===== src/rtl/rics_pkg.sv =====
package rics_pkg;

    localparam int STATE_W = 3;

    typedef enum logic [STATE_W-1:0] {
        ST_RD_LO      = 3'd0,
        ST_RD_HI      = 3'd1,
        ST_MEM_AHEAD  = 3'd2,
        ST_HASH_AHEAD = 3'd3,
        ST_COMPARE    = 3'd4,
        ST_PASS       = 3'd5,
        ST_LOCKED     = 3'd6
    } seq_state_e;

endpackage


===== src/rtl/rics_next_state.sv =====
module rics_next_state
    import rics_pkg::*;
(
    input  seq_state_e state_q,
    input  logic       word_vld_i,
    input  logic       word_last_i,
    input  logic       hash_rdy_i,
    input  logic       sweep_done_i,
    input  logic       hash_done_i,
    input  logic       hash_err_i,
    input  logic       cmp_done_i,
    output seq_state_e state_d
);

    logic       last_accept;
    logic       bad_event;
    seq_state_e nominal;

    assign last_accept = word_vld_i & hash_rdy_i & word_last_i;

    // Ordinary progress through the check
    always_comb begin
        nominal = state_q;
        unique case (state_q)
            ST_RD_LO: begin
                if (last_accept) begin
                    nominal = ST_RD_HI;
                end
            end
            ST_RD_HI: begin
                unique case ({hash_done_i, sweep_done_i})
                    2'b01:   nominal = ST_MEM_AHEAD;
                    2'b10:   nominal = hash_err_i ? ST_LOCKED : ST_HASH_AHEAD;
                    2'b11:   nominal = hash_err_i ? ST_LOCKED : ST_COMPARE;
                    default: nominal = ST_RD_HI;
                endcase
            end
            ST_MEM_AHEAD: begin
                if (hash_done_i) begin
                    nominal = hash_err_i ? ST_LOCKED : ST_COMPARE;
                end
            end
            ST_HASH_AHEAD: begin
                if (sweep_done_i) begin
                    nominal = ST_COMPARE;
                end
            end
            ST_COMPARE: begin
                if (cmp_done_i) begin
                    nominal = ST_PASS;
                end
            end
            ST_PASS:   nominal = ST_PASS;
            ST_LOCKED: nominal = ST_LOCKED;
            default:   nominal = ST_LOCKED;
        endcase
    end

    // Events that cannot occur in the current state
    always_comb begin
        bad_event = 1'b0;
        if (cmp_done_i && !(state_q inside {ST_COMPARE, ST_PASS})) begin
            bad_event = 1'b1;
        end
        if (sweep_done_i && (state_q == ST_RD_LO)) begin
            bad_event = 1'b1;
        end
        if (hash_done_i && !(state_q inside {ST_RD_HI, ST_MEM_AHEAD})) begin
            bad_event = 1'b1;
        end
    end

    assign state_d = bad_event ? ST_LOCKED : nominal;

endmodule


===== src/rtl/rics_state_reg.sv =====
module rics_state_reg
    import rics_pkg::*;
(
    input  logic       clk_i,
    input  logic       rst_ni,
    input  seq_state_e state_d,
    output seq_state_e state_q
);

    always_ff @(posedge clk_i or negedge rst_ni) begin
        if (!rst_ni) begin
            state_q <= ST_RD_LO;
        end else begin
            state_q <= state_d;
        end
    end

    // the locked state is left only through reset
    a_r12_locked_sticky: assert property (@(posedge clk_i) disable iff (!rst_ni)
        (state_q == ST_LOCKED) |=> (state_q == ST_LOCKED));

endmodule


===== src/rtl/rics_outputs.sv =====
module rics_outputs
    import rics_pkg::*;
(
    input  logic       clk_i,
    input  logic       rst_ni,
    input  seq_state_e state_q,
    input  seq_state_e state_d,
    input  logic       word_vld_i,
    input  logic       word_last_i,
    input  logic       rd_req_i,
    input  logic       sweep_done_i,
    input  logic       hash_rdy_i,
    input  logic       cmp_alert_i,
    input  logic       cnt_jump_i,
    output logic       rd_gnt_o,
    output logic       step_o,
    output logic       hash_vld_o,
    output logic       hash_last_o,
    output logic       digest_cap_o,
    output logic       cmp_start_o,
    output logic       pass_o,
    output logic       alert_o
);

    logic start_q;

    always_ff @(posedge clk_i or negedge rst_ni) begin
        if (!rst_ni) begin
            start_q <= 1'b0;
        end else begin
            start_q <= (state_q != ST_COMPARE) && (state_d == ST_COMPARE);
        end
    end

    always_comb begin
        rd_gnt_o     = 1'b0;
        step_o       = 1'b0;
        hash_vld_o   = 1'b0;
        digest_cap_o = 1'b0;
        pass_o       = 1'b0;
        unique case (state_q)
            ST_RD_LO: begin
                hash_vld_o = word_vld_i;
                rd_gnt_o   = rd_req_i & ~word_last_i;
                step_o     = hash_rdy_i;
            end
            ST_RD_HI, ST_HASH_AHEAD: begin
                step_o       = 1'b1;
                digest_cap_o = ~sweep_done_i;
            end
            ST_PASS: pass_o = 1'b1;
            default: ;
        endcase
    end

    assign hash_last_o = hash_vld_o & word_last_i;
    assign cmp_start_o = start_q;
    assign alert_o     = (state_q == ST_LOCKED) | cmp_alert_i | cnt_jump_i;

    // the start strobe never lasts two cycles
    a_r8_start_single: assert property (@(posedge clk_i) disable iff (!rst_ni)
        cmp_start_o |=> !cmp_start_o);

    // the start strobe is only seen while comparing
    a_r8_start_in_compare: assert property (@(posedge clk_i) disable iff (!rst_ni)
        cmp_start_o |-> (state_q == ST_COMPARE));

endmodule


===== src/rtl/rom_check_seq.sv =====
module rom_check_seq
    import rics_pkg::*;
(
    input  logic               clk_i,
    input  logic               rst_ni,
    input  logic               word_vld_i,
    input  logic               word_last_i,
    input  logic               rd_req_i,
    input  logic               sweep_done_i,
    input  logic               cnt_jump_i,
    input  logic               hash_rdy_i,
    input  logic               hash_done_i,
    input  logic               hash_err_i,
    input  logic               cmp_done_i,
    input  logic               cmp_alert_i,
    output logic               rd_gnt_o,
    output logic               step_o,
    output logic               hash_vld_o,
    output logic               hash_last_o,
    output logic               digest_cap_o,
    output logic               cmp_start_o,
    output logic               pass_o,
    output logic               alert_o,
    output logic [STATE_W-1:0] state_o
);

    seq_state_e state_q;
    seq_state_e state_d;
    logic       vld_gated;

    assign vld_gated = word_vld_i & (state_q == ST_RD_LO);

    rics_next_state i_next (
        .state_q      (state_q),
        .word_vld_i   (vld_gated),
        .word_last_i  (word_last_i),
        .hash_rdy_i   (hash_rdy_i),
        .sweep_done_i (sweep_done_i),
        .hash_done_i  (hash_done_i),
        .hash_err_i   (hash_err_i),
        .cmp_done_i   (cmp_done_i),
        .state_d      (state_d)
    );

    rics_state_reg i_reg (
        .clk_i   (clk_i),
        .rst_ni  (rst_ni),
        .state_d (state_d),
        .state_q (state_q)
    );

    rics_outputs i_out (
        .clk_i        (clk_i),
        .rst_ni       (rst_ni),
        .state_q      (state_q),
        .state_d      (state_d),
        .word_vld_i   (word_vld_i),
        .word_last_i  (word_last_i),
        .rd_req_i     (rd_req_i),
        .sweep_done_i (sweep_done_i),
        .hash_rdy_i   (hash_rdy_i),
        .cmp_alert_i  (cmp_alert_i),
        .cnt_jump_i   (cnt_jump_i),
        .rd_gnt_o     (rd_gnt_o),
        .step_o       (step_o),
        .hash_vld_o   (hash_vld_o),
        .hash_last_o  (hash_last_o),
        .digest_cap_o (digest_cap_o),
        .cmp_start_o  (cmp_start_o),
        .pass_o       (pass_o),
        .alert_o      (alert_o)
    );

    assign state_o = state_q;

    // last is never flagged without valid
    a_r2_last_needs_valid: assert property (@(posedge clk_i) disable iff (!rst_ni)
        hash_last_o |-> hash_vld_o);

    // entry to the high region only follows an accepted last word
    a_r3_enter_high: assert property (@(posedge clk_i) disable iff (!rst_ni)
        ((state_q == ST_RD_HI) && ($past(state_q) == ST_RD_LO))
            |-> $past(hash_vld_o && hash_rdy_i && hash_last_o));

    // pass holds while no hash done arrives
    a_r6_pass_holds: assert property (@(posedge clk_i) disable iff (!rst_ni)
        ((state_q == ST_PASS) && !hash_done_i) |=> (state_q == ST_PASS));

    // comparator done out of place locks the machine
    a_r7_stray_cmp_done: assert property (@(posedge clk_i) disable iff (!rst_ni)
        (cmp_done_i && !(state_q inside {ST_COMPARE, ST_PASS})) |=> (state_q == ST_LOCKED));

    // locked always alerts
    a_r9_alert_when_locked: assert property (@(posedge clk_i) disable iff (!rst_ni)
        (state_q == ST_LOCKED) |-> alert_o);

endmodule


===== config.mk =====
export PLATFORM = sky130hd
export DESIGN_NAME = rom_check_seq
export DESIGN_NICKNAME = d
export VERILOG_FILES = /design/src/rtl/rics_pkg.sv /design/src/rtl/rics_next_state.sv /design/src/rtl/rics_state_reg.sv /design/src/rtl/rics_outputs.sv /design/src/rtl/rom_check_seq.sv
export SDC_FILE = /design/constraint.sdc
export NUM_CORES = 1
export LEC_CHECK = 0
export ABC_AREA = 1
export CAP_MARGIN = 20
export CORE_AREA = 4 4 41 43
export CTS_BUF_LIST = sky130_fd_sc_hd__clkbuf_8
export CTS_CLUSTER_DIAMETER = 50
export DETAILED_ROUTE_END_ITERATION = 16
export DIE_AREA = 0 0 45 47
export DONT_BUFFER_PORTS = 1
export SYNTH_ARGS = -nofsm -noshare
export SYNTH_HDL_FRONTEND = slang
export SYNTH_SLANG_ARGS = --single-unit

===== constraint.sdc =====
create_clock -name clk_i -period 3.1 [get_ports clk_i]
set_input_delay 0.465 -clock clk_i [delete_from_list [all_inputs] [get_ports clk_i]]
set_output_delay 0.465 -clock clk_i [all_outputs]
set_load 0.005 [all_outputs]

# Word-level counts from Yosys, hierarchy flattened

Cells that the tools add are included.
W data, S select, Z words.

Register bits: 4
Output and inout bits: 11

Eq/ne operators: 11
Multiplexer cells: 17
Bitwise operators: 9
Reductions and logical operators: 10

Operators by type and width:

| operator             | number |
|---|---|
| $mux W3              | 6 |
| $pmux W3 S6          | 1 |
| $eq A3 B3 Y1 const B | 4 |
| $pmux W3 S3          | 1 |
| $mux W1              | 7 |
| $eq A3 B2 Y1 const B | 2 |
| $and A1 B1 Y1        | 5 |
| $eq A2 B2 Y1 const B | 2 |
| $logic_and A1 B1 Y1  | 4 |
| $reduce_bool A2 Y1   | 2 |
| $eq A3 B1 Y1 const B | 1 |
| $logic_not A3 Y1     | 1 |
| $ne A3 B3 Y1 const B | 1 |
| $eq A2 B1 Y1 const B | 1 |
| $logic_not A1 Y1     | 2 |
| $mux W2              | 1 |
| $not A1 Y1           | 2 |
| $or A1 B1 Y1         | 2 |
| $pmux W1 S2          | 1 |
| $reduce_or A2 Y1     | 1 |

# Depth between registers and ports, before layout

Depth after elaboration: 10
Mapped depth: 9
Gate-level depth less buffers: 9

# Cells and area by module

Synthesis repeated with hierarchy kept, for this count alone.

Cell total of the unflattened synthesis: 89
Area total of the unflattened synthesis: 486.7 µm²

Modules (own cells, without submodules):

| module          | times used | cells an instance | area each (µm²) | sequential area each (µm²) |
|---|---|---|---|---|
| rics_next_state | 1          | 57                | 269.0           | 0.0 |
| rics_outputs    | 1          | 23                | 120.1           | 25.0 |
| rics_state_reg  | 1          | 3                 | 75.1            | 75.1 |
| rom_check_seq   | 1          | 6                 | 22.5            | 0.0 |

# Worst setup path after synthesis

Ideal clock, no wire load.

Kind: reg2out
From: reg i_reg.state_q[1]
To: out hash_last_o
Arrival time: 892 ps
Path slack: 1,743 ps
Stages on the path, launching flop included: 4
Cell sequence: dfrtp_1 inv_2 nand3_4 nor3b_1

Longest elaborated chain between the ends: 3

Ends and longest elaborated chain:

| what                   | RTL line             | text |
|---|---|---|
| from (decl)            | rics_state_reg.sv:7  | `output seq_state_e state_q` |
| from (signal assigned) | rics_state_reg.sv:14 | `state_q <= state_d;` |
| $logic_not A3 Y1       | rics_outputs.sv:41   | `unique case (state_q)` |
| $mux W1                | rics_outputs.sv:41   |  |
| $and A1 B1 Y1          | rics_outputs.sv:56   | `assign hash_last_o = hash_vld_o & word_last_i;` |
| to (decl)              | rom_check_seq.sv:19  | `output logic hash_last_o,` |

Every way passes these cells.

# Final worst setup path

From: reg i_reg.state_q[1]
To: out step_o

Longest elaborated chain between the ends: 3

Ends and longest elaborated chain:

| what                                                | RTL line            | text |
|---|---|---|
| $eq A3 B2 Y1 / $eq A3 B1 Y1 (equally long branches) | rics_outputs.sv:41  |  |
| $reduce_or A2 Y1                                    | rics_outputs.sv:41  |  |
| $pmux W1 S2 *                                       | rics_outputs.sv:41  |  |
| to (decl)                                           | rom_check_seq.sv:17 | `output logic step_o,` |

Every way passes the cells marked *; elsewhere a longest branch is shown, timed or not.

==> reports/qor_table.md <==
| Group | Item | This run |
|:---|:---|:---|
| floorplan | Starting utilization of the core area | 34.0% |
| yosys | Cell type with the largest total area after synthesis | sky130_fd_sc_hd__dfrtp_1 |
| global routing | Grt total ovfl | 0 |
| clock network | Clock tree from TritonCTS | built |
| sta | Final Hold Slack | 0.434 ns |
| layout | Proportion of layout cells with a drive suffix above 1 | 23.6% |
| yosys | Main synth FF type | sky130_fd_sc_hd__dfrtp_1 |
| clock network | Cell at the root of the clock tree | sky130_fd_sc_hd__clkbuf_8 |
| global routing | GRT Overall Usage | 11.7% |
| route | Total wire length | 1.08 mm |
| sta | Clock period minus final worst setup slack | 1.68 ns |
| worst setup path | Critical register-to-register path startpoint | i_reg.state_q[1]$_DFF_PN0_ |
| hold path | Worst hold stages | 2 |
| placement | Hpwl dp | 864 um |
| outcome | Run status | finished clean |
| worst setup path | Crit path launch | i_reg.state_q[1]$_DFF_PN0_ |
| global routing | Via count of the first global-routing pass | 403 |
| floorplan | Floorplan die height | 47 um |
| flow run | Max_cap viols | 0 |
| route | Number of vias per cell after detailed routing | 4.93 |
| clock network | Number of buffers created by CTS | 3 |
| yosys | Most repeated cell in the gate-level netlist after synthesis | sky130_fd_sc_hd__nand2_1 |
| layout | Antenna cell count | 0 |
| yosys | Fraction of registers with async set or reset after synthesis | 100% |
| route | Post-route DRC violation count | 0 |
| global routing | Global-route wire length before repair | 1.69 mm |
| yosys | Post-synth EDFFs | 0 |
| clock network | Clock-pin slew reported for the worst setup and hold paths after clock tree synthesis | 0.03 ns |
| route | Drt wl/cell | 12.4 um |
| yosys | Synthesized cell area | 443 um^2 |
| pwr | Worst IR Drop VDD | 306 uV |
| placement | Placed cell area | 462 um^2 |
| clock network | Depth of the CTS H-tree | 1 |
| sta | Worst slew pin tran | 0.299 ns |
| sta | Total negative slack | 0 ns |
| sta | Fmax | 596 MHz |
| hold path | Worst Hold Class | in2reg |
| worst setup path | Signal arrival time at the worst endpoint | 1.21 ns |
| layout | NumNets Final | 86 |
| sta | Hold violation count in the final report | 0 |
| floorplan | Width of the chip | 45 um |
| worst setup path | Required time of the worst setup path | 2.63 ns |
| floorplan | Top-Level Pins | 23 |
| floorplan | Floorplan row count | 13 |
| yosys | Most used standard cells in the synthesized netlist | sky130_fd_sc_hd__nand2_1, sky130_fd_sc_hd__inv_1, sky130_fd_sc_hd__nand3_1, sky130_fd_sc_hd__nor2_1 |
| layout | Layout overhead on the synthesized area | 15.8% |
| clock network | Postcts setup bufs | 0 |
| sta | Total count of max-transition violations in the final report | 0 |
| clock network | Number of clock sinks seen by CTS | 4 |
| clock network | Count of cells resized by post-cts repair | 0 |
| sta | Fraction of the cycle the final worst path needs | 54.1% |
| worst setup path | Startpoint type of the worst setup path | flip-flop |
| sta | Worst rel slew slack | 79.9% |
| worst setup path | Count of cells along the worst register-to-register path | 6 |
| floorplan | Area enclosed by the die boundary | 0.00212 mm^2 |
| sta | Setup repair after global routing missed its margin | false |
| pwr | Power density relative to cell area | 340 mW/mm^2 |
| pwr | Power, Total | 174 uW |
| worst setup path | Critical path class | reg2out |
| route | Number of DRC markers after the initial detailed-route iteration | 5 |
| yosys | Flops & latches, synth | 4 |
| yosys | Net count of the mapped netlist | 80 |
| yosys | Fraction of the yosys area taken by sequential cells | 22.6% |
| route | First drt pass iteration count | 2 |
| pwr | Leakage power summed over all cells | 0.256 nW |
| sta | Number of endpoints failing setup at the final stage | 0 |
| placement | Number of port buffers | 0 |
| yosys | Top cell type's share of synthesized area | 22.6% |
| sta | Worst-case clock skew | 0.00514 ns |
| yosys | Cell types with the largest area share after synthesis | sky130_fd_sc_hd__dfrtp_1, sky130_fd_sc_hd__nand2_1, sky130_fd_sc_hd__nand3_1, sky130_fd_sc_hd__inv_1, sky130_fd_sc_hd__nor2_1 |
| worst setup path | Endpoint class of the critical path | output pin |
| worst setup path | End of the critical path | step_o |
| yosys | Synth Warn # | 0 |
| yosys | Synth Instances | 68 |
| placement | Global placement routability congestion | 0.785 |
| floorplan | Core box area | 0.00130 mm^2 |
| global routing | Pin count of the biggest net entering global routing | 9 |
| clock network | CTS max path bufs | 2 |
| global routing | Number of antenna violations at the first check in global routing | 0 |
| worst setup path | Reg-to-reg endpoint | i_out.cmp_start_o$_DFF_PN0_ |
| route | Count of antenna-violating nets left after detailed routing | 0 |
| worst setup path | Largest fanout on the critical path | 6 |
| clock network | Clock latency of the later-clocked register in the worst-skew pair | 0.22 ns |
| route | Vias | 429 |
| yosys | Synth Area per Inst | 6.51 um^2 |
| yosys | Yosys cell types | 17 |
| worst setup path | Reg-to-reg setup timing slack | 1.72 ns |
| layout | Final design area excluding fillers | 513 um^2 |
==> per-layer routing <==
layer	vias to the layer above	share of wire (%)	GRT usage (%)	wire length, um
li1	225	-	-	-
met1	181	43	12.8	460
met2	18	47	18.9	510
met3	5	6.9	3.83	75
met4	0	3.2	8.77	35
met5	-	0	0	0
==> worst min-delay path by stage <==
stage / from / to / slack, ns
after floorplan: rst_ni / i_out.cmp_start_o$_DFF_PN0_ / 0.17
after global placement: rst_ni / i_reg.state_q[1]$_DFF_PN0_ / 0.17
after detailed placement: rst_ni / i_out.cmp_start_o$_DFF_PN0_ / 0.17
after CTS: word_last_i / i_reg.state_q[0]$_DFF_PN0_ / 0.43
after global routing: word_last_i / i_reg.state_q[0]$_DFF_PN0_ / 0.45
final: word_last_i / i_reg.state_q[0]$_DFF_PN0_ / 0.43
==> through the flow <==
| stage | worst slack [ns] | util [%] | cells |
|---|---|---|---|
| 2_1_floorplan | 1.74 | - | 68 |
| 3_3_place_gp | 1.66 | 35.5 | 83 |
| 3_5_place_dp | 1.65 | 35.5 | 83 |
| 4_1_cts | 1.41 | 39.4 | 87 |
| 5_1_grt | 1.32 | 39.4 | 87 |
| 6_report | 1.42 | 39.4 | 87 |
==> placed cells by master (no fill, tap or decap), drive strengths merged <==
| cell type | synthesis | layout |
|---|---|---|
| nand3 | 11 | 11 |
| dfrtp | 4 | 4 |
| nand3b | 2 | 2 |
| o21ai | 4 | 4 |
| o31ai | 1 | 1 |
| nand2 | 16 | 16 |
| inv | 13 | 13 |
| nor3b | 2 | 2 |
| a21oi | 2 | 2 |
| dlygate4sd3 | 0 | 1 |
| nor2 | 13 | 13 |
| clkbuf | 0 | 3 |
==> registers in the layout, summed over array words and instances, names as in the netlist <==
signal             count
i_reg.state_q          3
i_out.cmp_start_o      1
==> layout make-up <==
class | count | area [um^2]
clock buffers | 3 | 41.3
fillers | 139 | 788
well taps | 15 | 18.8
repair buffers | 1 | 10.0
inverters | 13 | 48.8
multi-input cells | 51 | 294
flip-flops and latches | 4 | 100
==> what timing repair did <==
item                                    4_1_cts  5_1_grt
hold buffers                                  1        0
endpoints found under the setup margin        0        0
hold endpoints to repair                      4        0
==> kinds of logic (layout without fill, tap and decap cells) <==
group,count (synthesis),after routing,synth area share (%)
AND/OR/NAND/NOR,44,44,56.2
AO/OA/AOI/OAI,7,7,10.2
buffers and inverters,13,17,11.0
flip-flops,4,4,22.6
==> power by group <==
| group | internal (mW) | switching [mW] |
|---|---|---|
| registers | 0.0526 | 0 |
| logic | 0.00487 | 0.00656 |
| clock network | 0.0828 | 0.0276 |
| total | 0.140 | 0.0342 |
==> worst max-delay path: stages (launching register included) <==
cell                      delay, ns
sky130_fd_sc_hd__dfrtp_1       0.46
sky130_fd_sc_hd__inv_2         0.16
sky130_fd_sc_hd__nand3_4       0.11
sky130_fd_sc_hd__o21ai_0       0.26
Power figures use the tool's default switching activity.
